$ cat src/rtl/ctr_pkg.sv
package ctr_pkg;
   typedef enum logic [1:0] {
      MODE_HOLD  = 2'd0,
      MODE_COUNT = 2'd1,
      MODE_LOAD  = 2'd2,
      MODE_CLEAR = 2'd3
   } ctr_mode_e;
endpackage

$ cat src/rtl/ctr_mode_sel.sv
module ctr_mode_sel
   import ctr_pkg::*;
#(
   parameter int SYNC_RESET = 0
) (
   input  logic      rst_n,
   input  logic      load_n,
   input  logic      en_gate,
   input  logic      en_ripple,
   output ctr_mode_e mode
);
   logic clr_req;

   // Only the clock-edge style treats clear as a register mode.
   assign clr_req = (SYNC_RESET != 0) && !rst_n;

   always_comb begin
      if (clr_req)                   mode = MODE_CLEAR;
      else if (!load_n)              mode = MODE_LOAD;
      else if (en_gate && en_ripple) mode = MODE_COUNT;
      else                           mode = MODE_HOLD;
   end
endmodule

$ cat src/rtl/ctr_next_calc.sv
module ctr_next_calc
   import ctr_pkg::*;
#(
   parameter int WIDTH = 4
) (
   input  ctr_mode_e          mode,
   input  logic [WIDTH-1:0]   cur,
   input  logic [WIDTH-1:0]   din,
   output logic [WIDTH-1:0]   nxt
);
   localparam logic [WIDTH-1:0] ONE = WIDTH'(1);

   always_comb begin
      unique case (mode)
         MODE_CLEAR: nxt = '0;
         MODE_LOAD:  nxt = din;
         MODE_COUNT: nxt = cur + ONE;
         default:    nxt = cur;
      endcase
   end
endmodule

$ cat src/rtl/ctr_state_reg.sv
module ctr_state_reg #(
   parameter int WIDTH      = 4,
   parameter int SYNC_RESET = 0
) (
   input  logic             clk,
   input  logic             rst_n,
   input  logic [WIDTH-1:0] d,
   output logic [WIDTH-1:0] q
);
   generate
      if (SYNC_RESET == 0) begin : g_async_clr
         always_ff @(posedge clk or negedge rst_n) begin
            if (!rst_n) q <= '0;
            else        q <= d;
         end
      end else begin : g_sync_clr
         always_ff @(posedge clk) begin
            if (!rst_n) q <= '0;
            else        q <= d;
         end
      end
   endgenerate
endmodule

$ cat src/rtl/ctr_term_det.sv
module ctr_term_det #(
   parameter int WIDTH = 4
) (
   input  logic [WIDTH-1:0] cur,
   input  logic             en_ripple,
   output logic             tc
);
   assign tc = en_ripple & (&cur);
endmodule

$ cat src/rtl/preset_counter.sv
module preset_counter
   import ctr_pkg::*;
#(
   parameter int WIDTH      = 4,
   parameter int SYNC_RESET = 0
) (
   input  logic             clk,
   input  logic             rst_n,
   input  logic             load_n,
   input  logic             en_gate,
   input  logic             en_ripple,
   input  logic [WIDTH-1:0] din,
   output logic [WIDTH-1:0] q,
   output logic             tc
);
   generate
      if (WIDTH < 1 || WIDTH > 32) begin : g_bad_width
         $error("preset_counter: WIDTH must lie in 1..32");
      end
      if (SYNC_RESET != 0 && SYNC_RESET != 1) begin : g_bad_style
         $error("preset_counter: SYNC_RESET must be 0 or 1");
      end
   endgenerate

   ctr_mode_e        mode;
   logic [WIDTH-1:0] nxt;
   logic [WIDTH-1:0] cur;

   ctr_mode_sel #(.SYNC_RESET(SYNC_RESET)) u_mode (
      .rst_n     (rst_n),
      .load_n    (load_n),
      .en_gate   (en_gate),
      .en_ripple (en_ripple),
      .mode      (mode)
   );

   ctr_next_calc #(.WIDTH(WIDTH)) u_next (
      .mode (mode),
      .cur  (cur),
      .din  (din),
      .nxt  (nxt)
   );

   ctr_state_reg #(.WIDTH(WIDTH), .SYNC_RESET(SYNC_RESET)) u_reg (
      .clk   (clk),
      .rst_n (rst_n),
      .d     (nxt),
      .q     (cur)
   );

   ctr_term_det #(.WIDTH(WIDTH)) u_tc (
      .cur       (cur),
      .en_ripple (en_ripple),
      .tc        (tc)
   );

   assign q = cur;
endmodule

$ cat config.mk
export PLATFORM = sky130hd
export DESIGN_NAME = preset_counter
export DESIGN_NICKNAME = d
export VERILOG_FILES = /design/src/rtl/ctr_pkg.sv /design/src/rtl/ctr_mode_sel.sv /design/src/rtl/ctr_next_calc.sv /design/src/rtl/ctr_state_reg.sv /design/src/rtl/ctr_term_det.sv /design/src/rtl/preset_counter.sv
export SDC_FILE = /design/constraint.sdc
export NUM_CORES = 1
export LEC_CHECK = 0
export BUFFER_PORTS_ARGS = -buffer_cell sky130_fd_sc_hd__buf_4
export CORE_AREA = 2 2 39 41
export DETAILED_ROUTE_END_ITERATION = 8
export DIE_AREA = 0 0 41 43
export SETUP_SLACK_MARGIN = 0.5
export SYNTH_ARGS = -nofsm -noshare
export SYNTH_HDL_FRONTEND = slang
export SYNTH_HIERARCHICAL = 1
export SYNTH_SLANG_ARGS = --single-unit
export TNS_END_PERCENT = 20
$ cat constraint.sdc
create_clock -name clk -period 1.1 [get_ports clk]
set_input_delay 0.055 -clock clk [delete_from_list [all_inputs] [get_ports clk]]
set_output_delay 0.055 -clock clk [all_outputs]
set_load 0.02 [all_outputs]
Word level (Yosys, flattened, before mapping)

Cells that the tools add are included.

Register bits: 4
Latch bits: 0
Memory bits (writable): 0
Bits in read-only memories: 0
Output and inout bits: 5
Memories kept: 0

Add/subtract/negate cells: 1
Multiply operators: 0
Div/mod/pow operators: 0
$lt $le $gt $ge: 0
Equality and inequality tests: 3
Shifts and indexed selects: 0
Muxes and demuxes: 3
Bitwise operators: 1
Reductions and logical operators: 3

Operator list:

| operator            | count |
|---|---|
| $pmux 4 s3          | 1 |
| $add 4x1->4 const B | 1 |
| $eq 2x2->1 const B  | 2 |
| $reduce_and 4->1    | 1 |
| $reduce_bool 3->1   | 1 |
| $eq 2x1->1 const B  | 1 |
| $mux 2              | 1 |
| $and 1x1->1         | 1 |
| $logic_and 1x1->1   | 1 |
| $mux 1              | 1 |

Longest topological paths before layout

Gate-level depths: netlist of the first run.

Word-level depth: 5
Mapped depth: 5
Depth with buffers taken out: 4

Cells and area by module

The synthesis of the first run kept the hierarchy.

By module, submodules not included:

| module        | instances | cells an instance | area an instance (µm²) |
|---|---|---|---|
| ctr_next_calc | 1         | 19                | 143.9 |
| ctr_state_reg | 1         | 4                 | 100.1 |
| ctr_term_det  | 1         | 3                 | 12.5 |
| ctr_mode_sel  | 1         | 2                 | 10.0 |

Worst setup path before layout of the first run

No wires, ideal clock.

Path type: flip-flop to flip-flop
Start: register u_reg.q[0]
End: register u_reg.q[2]
Setup time: 0.082 ns
Data arrival time: 1.126 ns
Required time: 1.018 ns
Path slack: -0.108 ns
Cell stages (with the launch flop): 5
Clock period less this slack: 1.208 ns
Cell sequence: dfrtp_1 > ha_1 > nand2_2 > mux2_2 > o22ai_1

Cells in the longest elaborated chain, start to end: 2

RTL lines:

| element                  | line                 | RTL |
|---|---|---|
| start: declaration       | ctr_state_reg.sv:8   | `output logic [WIDTH-1:0] q` |
| start signal: assignment | ctr_state_reg.sv:13  | `if (!rst_n) q <= '0;` |
| start signal: assignment | ctr_state_reg.sv:14  | `else q <= d;` |
| $add 4x1->4              | ctr_next_calc.sv:17  | `MODE_COUNT: nxt = cur + ONE;` |
| $pmux 4 s3               | ctr_next_calc.sv:14  | `unique case (mode)` |
| via nxt[2]               | preset_counter.sv:26 | `logic [WIDTH-1:0] nxt;` |

The timed path passes the listed nets, and every way through them passes these cells.
A chain may end at the register's enable or synchronous reset.

Worst setup path after layout of the first run

Start: register u_reg.q[1]
End: register u_reg.q[2]

Same word-level chain as after synthesis.

==> flow_metrics.env, run 1 <==
export IMPL_cellPowerDensity_nw_per_um2=1350
export IMPL_critical_path_slowest_cell="dfrtp_2"
export IMPL_htree_levels=1
export IMPL_wl_per_cell_um=10.2
export IMPL_reg_top3="u_reg/q x4"
export IMPL_seqPwrFrac_pct=33.5
export IMPL_hold_class="in -> reg"
export IMPL_critPathMaxStageDelay_ps=430
export IMPL_ios=14
export IMPL_ant_nets=0
export IMPL_dp_hpwl_um=500
export IMPL_clk_pin_slew_ps=40
export IMPL_nFillCells=153
export IMPL_end_kind="flop"
export IMPL_leakagePower_nw=0.212
export IMPL_num_antenna_cells=0
export IMPL_post_route_min_period_ps=1070
export IMPL_dp_slack_ps=5.65
export IMPL_initialDrtViolationCount=7
export IMPL_wirelength_um=635
export IMPL_setup_viol=0
export IMPL_grt_pass1_vias=265
export IMPL_cp_num_buf_inv=0
export IMPL_drive_gt1_share_pct=52.2
export IMPL_dieArea_sq_um=1760
export IMPL_path_class="reg -> reg"
export IMPL_cts_num_sinks=4
export IMPL_die_w_um=41
export IMPL_cts_root_buf="clkbuf_4"
export IMPL_route_detailed_drc=0
export IMPL_outcome="finished clean"
export IMPL_routabilityCongestion=0.690
export IMPL_die_h_um=43
export IMPL_power_switching_mw=0.182
export IMPL_cpLargestDelayFamily="flip-flops"
export IMPL_pwr_share_clk_pct=34.2
export IMPL_synth_cell_types=17
export IMPL_switching_share_pct=30.4
export IMPL_grt_antenna_before_repair=0
export IMPL_ys_seq_area_share_pct=37.6
export IMPL_relSlewSlack_pct=78.1
export IMPL_clk_latency_ps=240
export IMPL_drv_slew=0
export IMPL_coreArea_sq_um=1380
export IMPL_area_growth_pct=66.7
export IMPL_fin_nets=57
export IMPL_track_usage_pct=9.26
export IMPL_worstPathArrival_ps=1220
export IMPL_largest_register="u_reg/q"
export IMPL_cp_max_fo=4
export IMPL_grt_pass1_wl_mm=1.07
export IMPL_initial_utilization_pct=19.3
export IMPL_post_route_period_util_pct=97.0
export IMPL_synth_warning_count=6
export IMPL_cts_tree="yes"
export IMPL_vias=257
export IMPL_synth_top_area_share_pct=37.6
export IMPL_synth_cells=28
export IMPL_cp_required_ps=1260
export IMPL_synth_nets=38
export IMPL_syn_mean_instance_area_sq_um=9.52
export IMPL_combPwrFrac_pct=32.4
export IMPL_grt_overflow_total=0
export IMPL_max_cap_violations=0
export IMPL_largest_reg_flops=4
export IMPL_post_place_cells=55
export IMPL_cts_path_max_buffers=2
export IMPL_rsz0062_at_grt="true"
export IMPL_stdcell_count=62
export IMPL_crit_chain="ha_4 > mux2_2 > o22ai_2"
export IMPL_cts_buffers=3
export IMPL_yosys_area_top_type="dfrtp_1"
export IMPL_p_int_mw=0.416
export IMPL_worstMarginPinSlew_ps=328
export IMPL_vdd_ir_drop_max_mv=0.428
export IMPL_port_buffers=13
export IMPL_drt_pass1_iterations=3
export IMPL_finClkSkew_ps=2.30
export IMPL_synth_area_leaders="dfrtp_1 (38%), mux2i_1 (15%), ha_1 (4.7%)"
export IMPL_worst_slack_ps=33.2
export IMPL_grt_max_degree=8
export IMPL_fmax_ghz=0.937
export IMPL_start_kind="flop"
export IMPL_synth_cell_area_sq_um=267
export IMPL_via_per_inst=4.15
export IMPL_ys_seq_elements=4
export IMPL_rows=14
export IMPL_finalHoldViolCount=0
==> kinds of logic (layout without fill, tap and decap cells) <==
| logic type | after synthesis | in the layout | synth area share, % |
|---|---|---|---|
| compound gates | 4 | 4 | 8.45 |
| xor+xnor | 1 | 1 | 3.29 |
| fa+ha+maj | 1 | 1 | 4.69 |
| buf+inv | 3 | 21 | 7.51 |
| flops | 4 | 4 | 37.6 |
| mux | 5 | 5 | 19.2 |
| simple gates | 10 | 10 | 19.3 |
==> metal layers <==
layer | routed length, um | global-route usage [%] | share of wire (%)
met3 | 27 | 4.71 | 4.3
met4 | 0 | 4.00 | 0
met5 | 0 | 0 | 0
met2 | 330 | 14.1 | 52
met1 | 276 | 10.4 | 43
==> synthesized netlist by cell type <==
library cell and instances:
and2b_1 1, and3_1 1, buf_2 1, buf_6 1, dfrtp_1 4, ha_1 1, inv_1 1, mux2_2 1
mux2i_1 4, nand2_1 3, nand2_2 1, nand3_1 2, nor2_1 1, nor2b_1 1, o21ai_0 2, o22ai_1 2
xnor2_1 1
==> repair_timing <==
item | 4_1_cts | 5_1_grt
endpoints found under the hold margin | 4 | 0
hold buffers | 1 | 0
gates resized for setup | 0 | 4
buffers inserted | 2 | 0
endpoints found under the setup margin | 9 | 9
pin swaps | 0 | 4
gates cloned | 0 | 0
==> layout make-up <==
class / count / area (sq um) / area share (%)
tap: 16 / 20.0 / 4.51
multi-input combinational: 21 / 165 / 37.2
clock buffer: 4 / 26.3 / 5.92
inverter: 1 / 3.75 / 0.845
sequential: 4 / 103 / 23.1
timing repair buffer: 16 / 126 / 28.5
==> cells in the final DEF, fill, tap and decap left out, types with 2 or more instances in the layout <==
cell type  instances
buf_4             14
mux2i_1            4
clkbuf_4           3
nand2_1            3
o21ai_1            2
nand3_1            2
dfrtp_2            2
dfrtp_1            2
==> worst min-delay path, delay by kind of cell <==
kind,cells,cell delay (ps)
compound gates,1,60
buf+inv,1,80
simple gates,1,40
==> metrics by stage <==
step	power (mW)	hold WS, ps	util [%]	setup TNS [ps]	instance area [sq um]
after floorplan	0.299	-241	-	-2.94	282
after global placement	0.370	-143	27.7	0	383
after detailed placement	0.371	-143	27.7	0	383
after CTS	0.601	14.4	31.4	0	434
after global routing	0.646	56.8	32.1	-4.94	444
final	0.598	27.6	32.1	0	444
==> power groups by stage <==
stage               clock network, mW  registers (mW)  logic, mW
finish                          0.204           0.200      0.193
global route                    0.230           0.205      0.211
CTS                             0.217           0.200      0.185
detailed placement                  0           0.205      0.165
global placement                    0           0.204      0.165
floorplan                           0           0.227     0.0724
==> worst paths after layout <==
check | startpoint | end | slack [ps] | depth (start not counted)
max | u_reg/q[1] | u_reg/q[2] | 30 | 3
min | din[0] | u_reg/q[0] | 30 | 3
max reg2reg | u_reg/q[1] | u_reg/q[2] | 30 | 3
min reg2reg | u_reg/q[2] | u_reg/q[2] | 660 | 2
max in group asynchronous | rst_n | u_reg/q[0] | 840 | 2
min in group asynchronous | rst_n | u_reg/q[1] | 140 | 2
Power figures use the tool's default switching activity.
==> run 2, diff against run 1 <==
--- a/config.mk
+++ b/config.mk
@@ -5,10 +5,13 @@
 export SDC_FILE = /design/constraint.sdc
 export NUM_CORES = 1
 export LEC_CHECK = 0
+export ABC_AREA = 1
 export BUFFER_PORTS_ARGS = -buffer_cell sky130_fd_sc_hd__buf_4
+export CAP_MARGIN = 0
 export CORE_AREA = 2 2 39 41
 export DETAILED_ROUTE_END_ITERATION = 8
 export DIE_AREA = 0 0 41 43
+export PLACE_DENSITY = 0.45
 export SETUP_SLACK_MARGIN = 0.5
 export SYNTH_ARGS = -nofsm -noshare
 export SYNTH_HDL_FRONTEND = slang
==> flow_metrics.env, run 2 <==
export IMPL_relSlewSlack_pct=85.8
export IMPL_ios=14
export IMPL_cts_path_max_buffers=2
export IMPL_worstReg2RegEnd="u_reg/q[2]"
export IMPL_whs_ps=76.5
export IMPL_start_kind="flop"
export IMPL_drv_slew=0
export IMPL_setup_viol=0
export IMPL_cellPowerDensity_nw_per_um2=1190
export IMPL_outcome="finished clean"
export IMPL_crit_cells=4
export IMPL_mostFrequentLayoutCells="buf_4 (16), nand2_1 (9), nand3_1 (8), inv_1 (4)"
export IMPL_vdd_ir_drop_max_mv=0.801
export IMPL_path_class="reg -> out"
export IMPL_wl_per_cell_um=10.8
export IMPL_final_common_cell="buf_4"
export IMPL_htree_levels=1
export IMPL_synth_cell_area_sq_um=267
export IMPL_synth_edff_count=0
export IMPL_num_antenna_cells=0
export IMPL_cts_tree="yes"
export IMPL_die_w_um=41
export IMPL_coreArea_sq_um=1380
export IMPL_largest_register="u_reg/q"
export IMPL_initialDrtViolationCount=2
export IMPL_startpoint="u_reg/q[0]"
export IMPL_yosysMostFrequentCell="nand2_1"
export IMPL_port_buffers=13
export IMPL_grt_overflow_total=0
export IMPL_cts_buffers=3
export IMPL_end_kind="primary output"
export IMPL_async_flop_share_pct=100
export IMPL_synth_top_area_share_pct=37.6
export IMPL_vias=343
export IMPL_synth_nets=49
export IMPL_ant_nets=0
export IMPL_rows=14
export IMPL_cp_required_ps=1040
export IMPL_wirelength_um=866
export IMPL_synthFlopType="dfrtp_1"
export IMPL_grt_pass1_wl_mm=1.38
export IMPL_cp_max_fo=5
export IMPL_dp_hpwl_um=587
export IMPL_hold_class="in -> reg"
export IMPL_worstPathArrival_ps=1000
export IMPL_rr_worst_depth=4
export IMPL_drive_gt1_share_pct=59.4
export IMPL_regToRegStartpoint="u_reg/q[1]"
export IMPL_area_growth_pct=98.1
export IMPL_finalHoldViolCount=0
export IMPL_grt_max_degree=8
export IMPL_finClkSkew_ps=2.88
export IMPL_crit_chain="buf_6 > nand2_2 > nor2_1 > buf_4"
export IMPL_ys_seq_elements=4
export IMPL_critical_path_slowest_cell="dfrtp_2"
export IMPL_final_area_sq_um=528
export IMPL_critPathMaxStageDelay_ps=400
export IMPL_max_cap_violations=0
export IMPL_die_h_um=43
export IMPL_fmax_ghz=0.952
export IMPL_crit_end="tc"
export IMPL_worst_slack_ps=49.7
export IMPL_routabilityCongestion=0.704
export IMPL_track_usage_pct=12.5
export IMPL_synth_cells=39
export IMPL_clk_latency_ps=240
export IMPL_reg_top3="u_reg/q x4"
export IMPL_syn_mean_instance_area_sq_um=6.83
export IMPL_dp_slack_ps=82.1
export IMPL_yosys_area_top_type="dfrtp_1"
export IMPL_fin_nets=75
export IMPL_regArea_sq_um=104
export IMPL_reg2reg_slack_ps=60
export IMPL_cts_root_buf="clkbuf_4"
export IMPL_grt_pass1_vias=327
export IMPL_fin_util_pct=38.2
export IMPL_cpLargestDelayFamily="flip-flops"
export IMPL_via_per_inst=4.29
export IMPL_route_detailed_drc=0
export IMPL_cts_num_sinks=4
export IMPL_ys_top_cells_by_count="nand2_1 (12), nand3_1 (11), dfrtp_1 (4), inv_1 (4), nor2_2 (3)"
export IMPL_drt_pass1_iterations=2
export IMPL_ys_seq_area_share_pct=37.6
export IMPL_multi_input_area_sq_um=175
export IMPL_leakagePower_nw=0.261
export IMPL_worstMarginPinSlew_ps=213
export IMPL_initial_utilization_pct=19.3
export IMPL_synth_area_leaders="dfrtp_1 (38%), nand3_1 (21%), nand2_1 (17%)"
export IMPL_largest_reg_flops=4
export IMPL_clk_pin_slew_ps=40
export IMPL_cp_num_buf_inv=2
export IMPL_post_route_period_util_pct=95.5
export IMPL_synth_cell_types=10
export IMPL_post_route_min_period_ps=1050
export IMPL_place_area_sq_um=412
export IMPL_nFillCells=162
export IMPL_rsz0062_at_grt="true"
export IMPL_synth_warning_count=6
export IMPL_dieArea_sq_um=1760
export IMPL_grt_antenna_before_repair=0
[run 2: worst min path at each step]
| stage | from | endpoint | slack, ps | depth (start not counted) |
|---|---|---|---|---|
| after floorplan | rst_n | u_reg/q[0] | -240 | 0 |
| after global placement | rst_n | u_reg/q[2] | -140 | 1 |
| after detailed placement | rst_n | u_reg/q[3] | -140 | 1 |
| after CTS | din[0] | u_reg/q[0] | 70 | 3 |
| after global routing | din[2] | u_reg/q[2] | 90 | 3 |
| final | din[0] | u_reg/q[0] | 80 | 3 |
[run 2: where the power goes]
part / internal, mW / switching [mW] / leakage, nW
logic: 0.130 / 0.109 / 0.200
clock network: 0.137 / 0.0708 / 0.0150
registers: 0.167 / 0.0159 / 0.0459
[run 2: worst reg2reg max path: stages (launching register included)]
cell and delay (ps):
dfrtp_2 400, ha_2 190, or2_4 230, nand3_2 50, nand3_1 60
[run 2: stage by stage]
stage               setup TNS, ps  instances  power [mW]
floorplan                   -1.41         39       0.269
global placement                0         70       0.354
detailed placement              0         70       0.355
CTS                             0         77       0.595
global route               -0.350         80       0.683
finish                          0         80       0.629
[run 2: logic make-up after synthesis]
family                     share of synthesized area, %
and+or+nand+nor                                    50.7
buffers and inverters                              7.04
DFF                                                37.6
adders and majority gates                          4.69
[run 2: what timing repair did]
action / in CTS / in global routing
buffers inserted: 2 / 3
gates resized for setup: 4 / 5
pin swaps: 2 / 3
endpoints found under the setup margin: 9 / 9
hold buffers: 1 / 0
endpoints found under the hold margin: 4 / 0
[run 2: final cells by class]
type	count	share of cell area (%)
clock buffers	4	4.98
inverters	5	3.55
multi-input cells	30	33.2
flip-flops and latches	4	19.7
well taps	16	3.79
repair buffers	21	34.8
[run 2: metal layers]
| metal | wire length (um) | track usage [%] | vias up |
|---|---|---|---|
| li1 | - | - | 177 |
| met4 | 0 | 6.00 | 0 |
| met3 | 42 | 7.85 | 0 |
| met5 | 0 | 0 | - |
| met2 | 454 | 17.8 | 10 |
| met1 | 370 | 14.0 | 156 |
==> run 3, diff against run 2 <==
==> constraint.sdc (replaced) <==
create_clock -name clk -period 1.1 [get_ports clk]
set_input_delay 0.055 -clock clk [delete_from_list [all_inputs] [get_ports clk]]
set_output_delay 0.055 -clock clk [all_outputs]
set_load 0.05 [all_outputs]
==> flow_metrics.env, run 3 (synthesized netlist as in run 2, its figures left out) <==
export IMPL_outcome="finished clean"
export IMPL_finClkSkew_ps=1.71
export IMPL_rsz0062_at_grt="true"
export IMPL_leakagePower_nw=0.252
export IMPL_post_route_min_period_ps=1050
export IMPL_coreArea_sq_um=1380
export IMPL_cp_required_ps=1040
export IMPL_reg_top3="u_reg/q x4"
export IMPL_whs_ps=80.4
export IMPL_route_detailed_drc=0
export IMPL_fin_nets=74
export IMPL_routed_wl_met2_um=371
export IMPL_cts_root_buf="clkbuf_4"
export IMPL_worstReg2RegEnd="u_reg/q[2]"
export IMPL_mostFrequentLayoutCells="buf_4 (16), nand2_1 (11), nand3_1 (9), inv_1 (4), dfrtp_2 (4)"
export IMPL_largest_register="u_reg/q"
export IMPL_start_kind="flop"
export IMPL_die_h_um=43
export IMPL_finalHoldViolCount=0
export IMPL_post_route_period_util_pct=95.3
export IMPL_multi_input_area_sq_um=178
export IMPL_end_kind="primary output"
export IMPL_worstMarginPinSlew_ps=199
export IMPL_setup_viol=0
export IMPL_grt_antenna_before_repair=0
export IMPL_crit_end="tc"
export IMPL_reg2reg_slack_ps=70
export IMPL_path_class="reg -> out"
export IMPL_top_layer="met3"
export IMPL_clk_pin_slew_ps=30
export IMPL_vdd_ir_drop_max_mv=0.643
export IMPL_htree_levels=1
export IMPL_cp_max_fo=3
export IMPL_ant_nets=0
export IMPL_largest_reg_flops=4
export IMPL_critical_path_slowest_cell="dfrtp_2"
export IMPL_dp_hpwl_um=554
export IMPL_whs_path_depth=3
export IMPL_drt_met1_wl_um=325
export IMPL_regToRegStartpoint="u_reg/q[0]"
export IMPL_startpoint="u_reg/q[1]"
export IMPL_via_per_inst=4.35
export IMPL_regArea_sq_um=105
export IMPL_clk_latency_ps=230
export IMPL_p_total_mw=0.613
export IMPL_grt_pass1_vias=290
export IMPL_cts_buffers=3
export IMPL_ios=14
export IMPL_drt_pass1_iterations=3
export IMPL_num_antenna_cells=0
export IMPL_cellPowerDensity_nw_per_um2=1200
export IMPL_dieArea_sq_um=1760
export IMPL_rr_worst_depth=4
export IMPL_area_growth_pct=92.0
export IMPL_max_cap_violations=0
export IMPL_cts_tree="yes"
export IMPL_initialDrtViolationCount=9
export IMPL_relSlewSlack_pct=86.7
export IMPL_wl_per_cell_um=9.51
export IMPL_drv_slew=0
export IMPL_port_buffers=13
export IMPL_worstPathArrival_ps=990
export IMPL_die_w_um=41
export IMPL_vias=339
export IMPL_critPathMaxStageDelay_ps=400
export IMPL_grt_max_degree=8
export IMPL_drive_gt1_share_pct=58.1
export IMPL_nFillCells=154
export IMPL_grt_pass1_wl_mm=1.13
export IMPL_cts_num_sinks=4
export IMPL_fin_setup_tns_ps=0
export IMPL_track_usage_pct=9.86
export IMPL_fmax_ghz=0.954
export IMPL_final_common_cell="buf_4"
export IMPL_hold_class="in -> reg"
export IMPL_cts_path_max_buffers=2
export IMPL_fin_util_pct=37.0
export IMPL_rows=14
export IMPL_routabilityCongestion=0.672
export IMPL_grt_overflow_total=0
export IMPL_crit_chain="buf_6 > nand2_4 > nor2_4 > buf_8"
export IMPL_wl_met3_um=45
export IMPL_initial_utilization_pct=19.3
export IMPL_wirelength_um=742
run 3: where the power goes:
group | internal (mW) | total, mW | switching, mW | leakage [nW]
Combinational | 0.112 | 0.257 | 0.145 | 0.193
Sequential | 0.168 | 0.181 | 0.0128 | 0.0447
Clock | 0.122 | 0.175 | 0.0538 | 0.0138
Total | 0.402 | 0.613 | 0.211 | 0.252
run 3: area by class of cell:
| type | instances | share of cell area, % |
|---|---|---|
| Timing Repair Buffer | 20 | 32.8 |
| Clock buffer | 3 | 4.40 |
| Multi-Input combinational cell | 30 | 34.7 |
| Tap cell | 16 | 3.91 |
| Sequential cell | 4 | 20.5 |
| Inverter | 5 | 3.67 |
run 3: per-stage QoR:
step | instances | setup slack [ps] | instance area (sq um)
global placement | 70 | 90.9 | 422
global route | 78 | 19.5 | 512
CTS | 78 | 47.4 | 508
floorplan | 39 | -95.4 | 289
detailed placement | 70 | 84.0 | 422
finish | 78 | 51.7 | 512
run 3: what timing repair did:
| action | 4_1_cts | 5_1_grt |
|---|---|---|
| setup endpoints to repair | 9 | 9 |
| endpoints found under the hold margin | 4 | 0 |
| hold buffers | 1 | 0 |
| pin swaps | 1 | 1 |
| buffers inserted | 4 | 0 |
| resized for setup | 6 | 1 |
run 3: metal layers:
layer	GRT usage, %	vias up
li1	-	175
met1	11.0	154
met2	15.3	10
met3	6.28	0
met4	2.00	0
met5	0	-
run 3: worst min path at each step:
stage           start         end
2_1_floorplan   rst_n  u_reg/q[0]
3_3_place_gp    rst_n  u_reg/q[2]
3_5_place_dp    rst_n  u_reg/q[2]
4_1_cts        din[1]  u_reg/q[1]
5_1_grt        din[0]  u_reg/q[0]
6_report       din[1]  u_reg/q[1]
run 3: worst max-delay path, delay by kind of cell, from the launching register on:
| kind | cells | cell delay (ps) |
|---|---|---|
| buffers and inverters | 2 | 270 |
| AND/OR/NAND/NOR | 2 | 90 |
| flip-flops | 1 | 400 |
